[src/rtl/i2cm_pkg.sv]
// Shared types for the serial memory slave.
// Assumes: one protocol engine per instance; the encodings are local to the block.
package i2cm_pkg;
    // Protocol phases of the slave engine
    typedef enum logic [2:0] {
        ST_IDLE,
        ST_SEL,
        ST_AHI,
        ST_ALO,
        ST_WDAT,
        ST_RDAT
    } bus_st_t;

    // Type nibble that selects the storage array
    localparam logic [3:0] MEM_TYPE_ID = 4'b1010;
endpackage

[src/rtl/i2cm_line_sync.sv]
// Brings SCL and SDA into the clock domain and flags edges and bus conditions.
// Assumes: the bus idles high and each line stays stable for several clocks.
module i2cm_line_sync #(
    parameter int STAGES = 2
) (
    input  logic clk,
    input  logic rst_n,
    input  logic scl_i,
    input  logic sda_i,
    output logic scl_lvl,
    output logic sda_lvl,
    output logic scl_rise,
    output logic scl_fall,
    output logic bus_start,
    output logic bus_stop
);
    logic [STAGES-1:0] scl_sh;
    logic [STAGES-1:0] sda_sh;
    logic              scl_d;
    logic              sda_d;

    // Synchroniser chains plus one delayed copy for edge finding
    always_ff @(posedge clk) begin
        if (!rst_n) begin
            scl_sh <= '1;
            sda_sh <= '1;
            scl_d  <= 1'b1;
            sda_d  <= 1'b1;
        end else begin
            scl_sh <= {scl_sh[STAGES-2:0], scl_i};
            sda_sh <= {sda_sh[STAGES-2:0], sda_i};
            scl_d  <= scl_sh[STAGES-1];
            sda_d  <= sda_sh[STAGES-1];
        end
    end

    assign scl_lvl   = scl_sh[STAGES-1];
    assign sda_lvl   = sda_sh[STAGES-1];
    assign scl_rise  = !scl_d && scl_lvl;
    assign scl_fall  = scl_d && !scl_lvl;
    assign bus_start = scl_d && scl_lvl && sda_d && !sda_lvl;
    assign bus_stop  = scl_d && scl_lvl && !sda_d && sda_lvl;
endmodule

[src/rtl/i2cm_store.sv]
// Storage array, page latches and self-timed write cycle timer.
// Assumes: commit is raised only while not busy; latch clears and commits are single pulses.
module i2cm_store #(
    parameter int ADDR_W    = 8,
    parameter int PAGE_W    = 7,
    parameter int WR_CYCLES = 5000
) (
    input  logic                     clk,
    input  logic                     rst_n,
    input  logic                     lat_we,
    input  logic [PAGE_W-1:0]        lat_idx,
    input  logic [7:0]               lat_data,
    input  logic                     lat_clr,
    input  logic                     commit,
    input  logic [ADDR_W-PAGE_W-1:0] page_sel,
    input  logic [ADDR_W-1:0]        rd_addr,
    output logic [7:0]               rd_data,
    output logic                     busy,
    output logic                     has_data
);
    localparam int DEPTH = 1 << ADDR_W;
    localparam int PAGE  = 1 << PAGE_W;
    localparam int CNT_W = $clog2(WR_CYCLES + 1);

    logic [7:0]       mem   [DEPTH];
    logic [7:0]       latch [PAGE];
    logic [PAGE-1:0]  lat_vld;
    logic [CNT_W-1:0] wcnt;

    // Array: erased on reset, loaded from valid latches on commit
    always_ff @(posedge clk) begin
        if (!rst_n) begin
            for (int i = 0; i < DEPTH; i++) mem[i] <= 8'hFF;
        end else if (commit) begin
            for (int i = 0; i < PAGE; i++)
                if (lat_vld[i]) mem[{page_sel, PAGE_W'(i)}] <= latch[i];
        end
    end

    // Latch data capture
    always_ff @(posedge clk) begin
        if (lat_we) latch[lat_idx] <= lat_data;
    end

    // Latch valid flags: set on capture, dropped on commit or abort
    always_ff @(posedge clk) begin
        if (!rst_n)                lat_vld <= '0;
        else if (commit || lat_clr) lat_vld <= '0;
        else if (lat_we)           lat_vld[lat_idx] <= 1'b1;
    end

    // Write cycle timer
    always_ff @(posedge clk) begin
        if (!rst_n)           wcnt <= '0;
        else if (commit)      wcnt <= CNT_W'(WR_CYCLES);
        else if (wcnt != '0)  wcnt <= wcnt - CNT_W'(1);
    end

    assign rd_data  = mem[rd_addr];
    assign busy     = (wcnt != '0);
    assign has_data = |lat_vld;

    // a commit is only requested while the array is free
    a_r6_commit_when_free: assert property (@(posedge clk) disable iff (!rst_n)
        commit |-> !busy);

    // a commit always opens a write cycle
    a_r6_busy_after_commit: assert property (@(posedge clk) disable iff (!rst_n)
        commit |=> busy);
endmodule

[src/rtl/i2c_mem_slave.sv]
// Serial bus slave front end for a byte-addressed storage array.
// Decodes select and address bytes, runs writes through page latches and reads
// with address auto-increment, and drives SDA as open drain (sda_pull_o=1 pulls low).
// Assumes: SCL phases last several system clocks; ADDR_W <= 16 and PAGE_W < ADDR_W.
module i2c_mem_slave #(
    parameter int ADDR_W    = 8,
    parameter int PAGE_W    = 7,
    parameter int WR_CYCLES = 5000
) (
    input  logic       clk,
    input  logic       rst_n,
    input  logic       scl_i,
    input  logic       sda_i,
    input  logic [2:0] chip_sel_i,
    input  logic       wr_lock_i,
    output logic       sda_pull_o
);
    import i2cm_pkg::*;

    logic scl_lvl, sda_lvl, scl_rise, scl_fall, bus_start, bus_stop;
    logic busy, has_data, commit, lat_we, lat_clr, sel_hit;
    logic [7:0] rd_data;

    bus_st_t           st;
    logic [3:0]        cnt;
    logic [7:0]        sh;
    logic [7:0]        ahi;
    logic [7:0]        tx;
    logic              mack;
    logic              pull;
    logic [ADDR_W-1:0] addr;

    i2cm_line_sync #(.STAGES(2)) u_sync (
        .clk      (clk),
        .rst_n    (rst_n),
        .scl_i    (scl_i),
        .sda_i    (sda_i),
        .scl_lvl  (scl_lvl),
        .sda_lvl  (sda_lvl),
        .scl_rise (scl_rise),
        .scl_fall (scl_fall),
        .bus_start(bus_start),
        .bus_stop (bus_stop)
    );

    i2cm_store #(.ADDR_W(ADDR_W), .PAGE_W(PAGE_W), .WR_CYCLES(WR_CYCLES)) u_store (
        .clk     (clk),
        .rst_n   (rst_n),
        .lat_we  (lat_we),
        .lat_idx (addr[PAGE_W-1:0]),
        .lat_data(sh),
        .lat_clr (lat_clr),
        .commit  (commit),
        .page_sel(addr[ADDR_W-1:PAGE_W]),
        .rd_addr (addr),
        .rd_data (rd_data),
        .busy    (busy),
        .has_data(has_data)
    );

    // Select byte decode against type nibble and chip pins
    assign sel_hit = (sh[7:4] == MEM_TYPE_ID) && (sh[3:1] == chip_sel_i);

    // Data byte capture strobe at the end of the 8th bit
    assign lat_we = (st == ST_WDAT) && scl_fall && (cnt == 4'd8) && !wr_lock_i
                    && !busy && !bus_start && !bus_stop;

    // Commit only on a stop at a byte boundary (the stop's own SCL rise counts one)
    assign commit  = bus_stop && !busy && (st == ST_WDAT) && (cnt <= 4'd1) && has_data;
    assign lat_clr = bus_start || bus_stop;

    // Protocol engine: bit counting, acknowledge, address and transmit shifting
    always_ff @(posedge clk) begin
        if (!rst_n) begin
            st   <= ST_IDLE;
            cnt  <= '0;
            sh   <= '0;
            ahi  <= '0;
            tx   <= '0;
            mack <= 1'b0;
            pull <= 1'b0;
            addr <= '0;
        end else if (busy) begin
            st   <= ST_IDLE;
            cnt  <= '0;
            pull <= 1'b0;
        end else if (bus_stop) begin
            st   <= ST_IDLE;
            cnt  <= '0;
            pull <= 1'b0;
        end else if (bus_start) begin
            st   <= ST_SEL;
            cnt  <= '0;
            pull <= 1'b0;
        end else if (st != ST_IDLE) begin
            if (scl_rise) begin
                if (cnt < 4'd8 && st != ST_RDAT) sh <= {sh[6:0], sda_lvl};
                if (cnt == 4'd8 && st == ST_RDAT) mack <= !sda_lvl;
                if (cnt != 4'd9) cnt <= cnt + 4'd1;
            end
            if (scl_fall) begin
                if (cnt == 4'd8) begin
                    case (st)
                        ST_SEL: begin
                            pull <= sel_hit;
                            if (!sel_hit) st <= ST_IDLE;
                        end
                        ST_AHI, ST_ALO: pull <= 1'b1;
                        ST_WDAT: begin
                            pull <= !wr_lock_i;
                            if (!wr_lock_i)
                                addr <= {addr[ADDR_W-1:PAGE_W], addr[PAGE_W-1:0] + PAGE_W'(1)};
                        end
                        default: pull <= 1'b0;
                    endcase
                end else if (cnt == 4'd9) begin
                    cnt  <= '0;
                    pull <= 1'b0;
                    case (st)
                        ST_SEL: begin
                            if (sh[0]) begin
                                st   <= ST_RDAT;
                                tx   <= rd_data;
                                pull <= !rd_data[7];
                                addr <= addr + ADDR_W'(1);
                            end else begin
                                st <= ST_AHI;
                            end
                        end
                        ST_AHI: begin
                            ahi <= sh;
                            st  <= ST_ALO;
                        end
                        ST_ALO: begin
                            addr <= ADDR_W'({ahi, sh});
                            st   <= ST_WDAT;
                        end
                        ST_RDAT: begin
                            if (mack) begin
                                tx   <= rd_data;
                                pull <= !rd_data[7];
                                addr <= addr + ADDR_W'(1);
                            end else begin
                                st <= ST_IDLE;
                            end
                        end
                        default: ;
                    endcase
                end else if (st == ST_RDAT && cnt != 4'd0) begin
                    pull <= !tx[6];
                    tx   <= {tx[6:0], 1'b0};
                end
            end
        end
    end

    assign sda_pull_o = pull;

    // nothing is driven onto the bus during the write cycle
    a_r6_quiet_when_busy: assert property (@(posedge clk) disable iff (!rst_n)
        busy |-> !sda_pull_o);

    // the data line only moves while the clock line is low
    a_r9_change_scl_low: assert property (@(posedge clk) disable iff (!rst_n)
        (sda_pull_o != $past(sda_pull_o)) |-> !scl_lvl);

    // capturing a data byte never moves the page bits of the counter
    a_r4_page_fixed: assert property (@(posedge clk) disable iff (!rst_n)
        lat_we |=> (addr[ADDR_W-1:PAGE_W] == $past(addr[ADDR_W-1:PAGE_W])));
endmodule

[config.mk]
export PLATFORM = sky130hd
export DESIGN_NAME = i2c_mem_slave
export DESIGN_NICKNAME = d
export VERILOG_FILES = /design/src/rtl/i2cm_pkg.sv /design/src/rtl/i2cm_line_sync.sv /design/src/rtl/i2cm_store.sv /design/src/rtl/i2c_mem_slave.sv
export SDC_FILE = /design/constraint.sdc
export NUM_CORES = 2
export LEC_CHECK = 0
export BUFFER_PORTS_ARGS = -buffer_cell sky130_fd_sc_hd__buf_4
export CAP_MARGIN = 15
export CORE_ASPECT_RATIO = 1.5
export CORE_UTILIZATION = 40
export DETAILED_ROUTE_END_ITERATION = 12
export HOLD_SLACK_MARGIN = 0.08
export PLACE_DENSITY = 0.58
export RECOVER_POWER = 50
export SYNTH_ARGS = -nofsm -noshare
export SYNTH_HDL_FRONTEND = slang
export SYNTH_SLANG_ARGS = --single-unit
[constraint.sdc]
create_clock -name clk -period 7.7 [get_ports clk]
set_clock_uncertainty 0.05 [all_clocks]
set_input_delay 0.77 -clock clk [delete_from_list [all_inputs] [get_ports clk]]
set_output_delay 0.77 -clock clk [all_outputs]
set_load 0.01 [all_outputs]
==> Yosys cells after proc, flatten, opt, wreduce, memory -nomap -nowiden <==
Memories as Yosys holds them, arrays and structs flattened.
Index checks and enable logic that the tools add are counted.
{ "op_classes": {"eq_ne": 26, "bitwise_logic": 6, "order_cmp": 4, "n_mux": 937, "n_addsub": 4, "n_reduce_logical": 190} }
{ "op_table": {"columns": ["op", "n"], "rows": [
  ["8-bit two-way mux", 260],
  ["8-bit OR reduction", 128],
  ["1-bit two-way mux", 652],
  ["128-bit bitwise OR", 1],
  ["128-bit OR reduction", 1],
  ["7-bit two-way mux", 6],
  ["13-bit two-way mux", 2],
  ["8-bit case mux with 3 select lines", 1],
  ["1-bit logical AND", 22],
  ["3-bit != test (second input constant)", 7],
  ["4-bit two-way mux", 5],
  ["10-bit AND reduction", 2],
  ["3-bit two-way mux", 6],
  ["7-bit case mux with 2 select lines", 1],
  ["7-bit AND reduction", 2],
  ["13-bit nonzero test", 1],
  ["13-bit by 1-bit subtractor with 13-bit output (second input constant)", 1],
  ["4-bit == test (second input constant)", 3],
  ["3-bit case mux with 4 select lines", 1],
  ["6-bit AND reduction", 2],
  ["3-bit nonzero test", 4],
  ["4-bit nonzero test", 3],
  ["11-bit AND reduction", 1],
  ["1-bit logical NOT", 10],
  ["26 further kinds", 45]
]} }
{ "totals": {"memories": 2, "ram_bits": 3072, "reg_bits": 179, "out_inout_bits": 1, "inputBits": 8, "elab_cells": 1185} }
{ "memory_table": {"columns": ["name", "words", "word_bits", "read_ports", "rd_ports_with_merged_regs", "write_ports", "line_no", "rtl"], "rows": [
  ["u_store.mem", 256, 8, 1, 0, 256, "i2cm_store.sv:25", "logic [7:0] mem [DEPTH];"],
  ["u_store.latch", 128, 8, 128, 0, 1, "i2cm_store.sv:26", "logic [7:0] latch [PAGE];"]
]} }

==> Depth between registers and ports, before layout <==
{ "depth": {"word_depth": 12, "ltp_mapped": 14, "ltp_nobuf": 10} }

==> By module <==
A second synthesis with hierarchy kept.
{ "unflattened": {"hier_cells": 8043, "hier_area_um2": 131997.8} }
{ "modules_own_cells": {"columns": ["mod", "area_per_inst_um2", "seq_area_each_um2", "cells_per_inst", "n_inst"], "rows": [
  ["i2cm_store", 129499.2, 95071.2, 7766, 1],
  ["i2c_mem_slave", 2308.5, 640.6, 261, 1],
  ["i2cm_line_sync", 190.2, 120.1, 16, 1]
]} }

==> Worst setup path after synthesis <==
Ideal clock, no wire load.
{ "synth_path": {"path_kind": "register -> register", "startpoint": "reg sh[6]", "endpoint": "reg st[0]", "stages_incl_launch_ff": 9, "setup_ns": 0.115, "synth_period_minus_slack_ns": 3.695, "slack_ns": 4.005, "arrival_time_ns": 3.530, "n_path_buf": 0, "t_required_ns": 7.535, "path_cell_list": "dfxtp_1 nand4bb_1 nor4_1 or4_1 a21oi_1 nor2_1 a41oi_1 a21oi_1 o21a_1"} }
{ "synth_between": {"elab_chain_cells": 4} }
{ "synth_lines": {"columns": ["element", "line_no", "rtl"], "rows": [
  ["start, declared", "i2c_mem_slave.sv:26", "logic [7:0] sh;"],
  ["start signal, assigned", "i2c_mem_slave.sv:97", "if (cnt < 4'd8 && st != ST_RDAT) sh <= {sh[6:0], sda_lvl};"],
  ["4-bit == test", "i2c_mem_slave.sv:62", "assign sel_hit = (sh[7:4] == MEM_TYPE_ID) && (sh[3:1] == chip_sel_i);"],
  ["1-bit logical AND", "i2c_mem_slave.sv:62", null],
  ["3-bit != test (no source line)", null, null],
  ["7-bit AND reduction (no source line)", null, null],
  ["end signal, assigned", "i2c_mem_slave.sv:75", "st <= ST_IDLE;"],
  ["end signal, assigned", "i2c_mem_slave.sv:84", "st <= ST_IDLE;"],
  ["end signal, assigned", "i2c_mem_slave.sv:88", "st <= ST_IDLE;"],
  ["end, declared", "i2c_mem_slave.sv:24", "bus_st_t st;"]
]} }
No other way between the ends.
A chain may end at the register's enable or synchronous reset.

==> Final worst setup path <==
{ "layout_path": {"startpoint": "reg addr[0]", "endpoint": "mem u_store.latch[31][5] (enable)"} }
{ "layout_lines": {"columns": ["element", "line_no", "rtl"], "rows": [
  ["start, declared", "i2c_mem_slave.sv:31", "logic [ADDR_W-1:0] addr;"],
  ["start signal, assigned", "i2c_mem_slave.sv:112", "addr <= {addr[ADDR_W-1:PAGE_W], addr[PAGE_W-1:0] + PAGE_W'(1)};"],
  ["start signal, assigned", "i2c_mem_slave.sv:125", "addr <= addr + ADDR_W'(1);"],
  ["start signal, assigned", "i2c_mem_slave.sv:135", "addr <= ADDR_W'({ahi, sh});"],
  ["end, declared", "i2cm_store.sv:26", null]
]} }
No word-level cell before the write port.

==> flow_summary.toml <==
[sta]
hold_viol = 0
worstMarginPinSlew_ns = 4.48
drv_slew = 1259
max_freq_mhz = 144
rsz0062_at_grt = "false"
min_period_ns = 6.94
setup_viol_count_final = 0
setup_tns_ns = 0
slew_headroom_pct = -198
fin_crit_sh_pct = 90.1
setup_slack_ns = 0.763

[yosys]
synth.cell_area_um2 = 132000
synth_top_area_share_pct = 69.9
yosysSeqAreaShare_pct = 72.6
synth_edf_count = 3072
synth-seq-cells = 3251
syn_nets = 8925
syn_area_per_cell_um2 = 14.8
ys_types = 83
ys.warnings.count = 0
synthFlopType = "edfxtp_1"
synth_top_area_cell = "edfxtp_1"
synthTopCellsByArea = "edfxtp_1 (70%), nand2b_1 (4.9%), or2_2 (3.6%)"
synthCells = 8910
synth_async_sr_flop_share_pct = 0

[clock_tree]
clk_latency_ns = 0.93
cts-root-buf = "clkbuf_16"
post-cts-setup-buffers = 0
clock_sinks = 3251
clk_path_buf_depth = 4
clk_pin_slew_ns = 0.07
tritoncts = "yes"
h-tree-depth = 5
cts_inserted_buffers = 301

[worst_setup_path]
cp-end-kind = "flip-flop"
cp_slowest_cell = "and3_1"
critPathMostFrequentCell = "buf_4"
cp_max_fo = 44
crit_type = "flip-flop to flip-flop"
path_cells = "buf_4 -> and3_1 -> buf_4 -> nand2_1 -> clkbuf_1 -> nor4_1 -> buf_4"
required_ns = 8.24
cp_slowest_stage_delay_ns = 2.24
crit_family = "simple AND/OR/NAND/NOR gates"
start_kind = "flip-flop"
path_buf_inv = 4
critPathArrivalTime_ns = 7.48

[min_path]
hold_class = "input pin to flip-flop"

[detailed_routing]
routed_wl_um = 494000
drtAntennaViolNets = 0
avgRoutedWirePerCell_um = 36.8
dr_total_vias = 81800
via_per_inst = 6.08
drtIter0Drc = 11500
drc = 0
first_pass_iters = 6

[place]
io_buffers = 8
place.gp.congestion = 0.983
dpl.hpwl_um = 328000
preCtsSetupSlack_ns = 2.07

[flow_run]
maxCapViolCount = 32

[final_layout]
drive_gt1_share_pct = 19.0
utilization_pct = 44.7
synthToLayoutAreaGrowth_pct = 11.2
nFillCells = 29000
nNetsFinal = 8906

[status]
status = "finished, violations left"
violations = "max-capacitance violations, max-slew violations"

[power]
internal-power_mw = 28.7
leakage_nw = 45.7
ir_drop_mv = 0.166
seqPwrFrac_pct = 55.1
p_clk_share_pct = 42.5
p_switching_mw = 7.80
combPwrFrac_pct = 2.4
power_density_nw_per_um2 = 248
switching_share_pct = 21.4

[floorplanning]
die_w_um = 471
rows = 258
io_pins = 9
start_util_pct = 40.1
fp.coreArea_um2 = 329000
dieArea_um2 = 332000
die_h_um = 706

[global_routing]
grt_usage_pct = 29.1
grt_max_degree = 229
antenna_found_initial = 37
grt_pass1_wl_um = 666000
grt_pass1_vias = 80700
grt-ovfl-total = 0
## Yosys cell counts, drive strengths merged (6+ instances only)
cell type / count
nand4: 23
a31oi: 21
o22ai: 22
and2: 15
a41oi: 7
a21oi: 219
o2bb2ai: 30
xor2: 8
inv: 15
a211oi: 26
buf: 214
o21a: 138
a221oi: 222
nor3: 37
clkbuf: 305
mux4: 56
mux2i: 193
a22oi: 173
and3: 13
nor2: 293
a221o: 83
xnor2: 7
o2111ai: 15
o31ai: 9
o221ai: 28
o21ai: 158
nor4: 47
a22o: 43
or2: 1018
mux2: 211
or3: 6
nor2b: 31
a222oi: 12
o311ai: 6
a2111oi: 7
nand2: 727
nand3: 56
o211ai: 50
edfxtp: 3072
dfxtp: 179
ha: 7
nand2b: 1031
## cells by family (layout without fill, tap and decap cells)
| logic type | Yosys count | in the layout | share of synthesized area [%] |
|---|---|---|---|
| simple gates | 3325 | 3325 | 13.9 |
| buf+inv | 536 | 756 | 1.80 |
| fa+ha+maj | 7 | 7 | 0.0663 |
| xor+xnor | 15 | 15 | 0.0995 |
| other cells | 0 | 23 | 0 |
| mux | 460 | 460 | 4.22 |
| flops | 3251 | 3251 | 72.6 |
| compound gates | 1316 | 1316 | 7.31 |
## final timing paths
path | cells past startpoint | to | start | slack (ns)
worst max register to register | 7 | u_store.latch[31][5]$_DFFE_PP_ | addr[0]$_SDFFE_PN0P_ | 0.76
worst min register to register | 2 | tx[0]$_SDFFE_PN0P_ | tx[0]$_SDFFE_PN0P_ | 0.44
worst max-delay path | 7 | u_store.latch[31][5]$_DFFE_PP_ | addr[0]$_SDFFE_PN0P_ | 0.76
worst min-delay path | 2 | u_sync.sda_sh[0]$_SDFF_PN1_ | rst_n | 0.18
## power by group through the flow
stage / Combinational (mW) / Sequential [mW] / Clock (mW)
6_report: 0.858 / 20.1 / 15.5
5_1_grt: 0.893 / 20.1 / 16.1
4_1_cts: 0.846 / 20.1 / 15.6
3_5_place_dp: 0.840 / 20.5 / 0
3_3_place_gp: 0.822 / 20.5 / 0
2_1_floorplan: 0.512 / 20.2 / 0
## stage by stage
stage | power [mW] | std cells | area [um2] | hold WS, ns
2_1_floorplan | 20.8 | 8910 | 132000 | 0.336
3_3_place_gp | 21.3 | 12900 | 137000 | 0.421
3_5_place_dp | 21.3 | 12900 | 137000 | 0.418
4_1_cts | 36.5 | 13400 | 147000 | 0.235
5_1_grt | 37.2 | 13400 | 147000 | 0.207
6_report | 36.5 | 13400 | 147000 | 0.177
## sequential cells by signal, indices dropped and copies added (netlist names), 3 cells and up
name	flops
addr	8
u_store.lat_vld	128
sh	8
tx	7
cnt	4
u_store.mem	2048
u_store.latch	1024
u_store.wcnt	13
st	3
## per-layer routing
metal / part of all wire, % / vias up / routed length [um] / global-route usage, %
li1: - / 33100 / - / -
met4: 10 / 20 / 49500 / 24.6
met2: 48 / 5429 / 235000 / 47.7
met1: 33 / 41600 / 166000 / 32.6
met3: 8.9 / 1574 / 44200 / 5.76
met5: 0.024 / - / 117 / 0
## placed cells by master, fill, tap and decap left out, types with 22 or more instances in the layout
cell,count
edfxtp_1,3072
nand2b_1,1030
or2_2,770
nand2_1,710
clkbuf_16,309
nor2_1,288
or2_1,226
a221oi_1,222
a21oi_1,219
mux2_2,211
mux2i_1,193
a22oi_1,173
dfxtp_1,173
o21ai_0,158
o21a_1,137
buf_4,135
clkbuf_1,86
a221o_1,83
nand3_1,56
mux4_2,56
o211ai_1,50
clkinv_2,48
a22o_1,43
clkinv_1,40
nor4_1,36
nor3_1,33
bufinv_16,31
o2bb2ai_1,30
o221ai_1,28
clkbuf_8,26
a211oi_1,25
diode_2,23
nor2b_1,23
nand4_1,23
or2_0,22
o22ai_1,22
## timing repair
| item | 4_1_cts | 5_1_grt |
|---|---|---|
| gates resized for setup | 0 | 0 |
| hold buffers | 2 | 0 |
| endpoints found under the hold margin | 2 | 0 |
## area by class of cell
type / instances / area (um2) / area share, %
well taps: 4290 / 5370 / 3.65
inverters: 17 / 77.6 / 0.0528
clock buffers: 397 / 8320 / 5.67
repair buffers: 197 / 1640 / 1.12
multi-input cells: 5123 / 34000 / 23.2
flip-flops and latches: 3251 / 95800 / 65.3
diodes: 23 / 57.6 / 0.0392
clock inverters: 145 / 1560 / 1.06
Note: power is estimated with default switching activity, not from simulation.
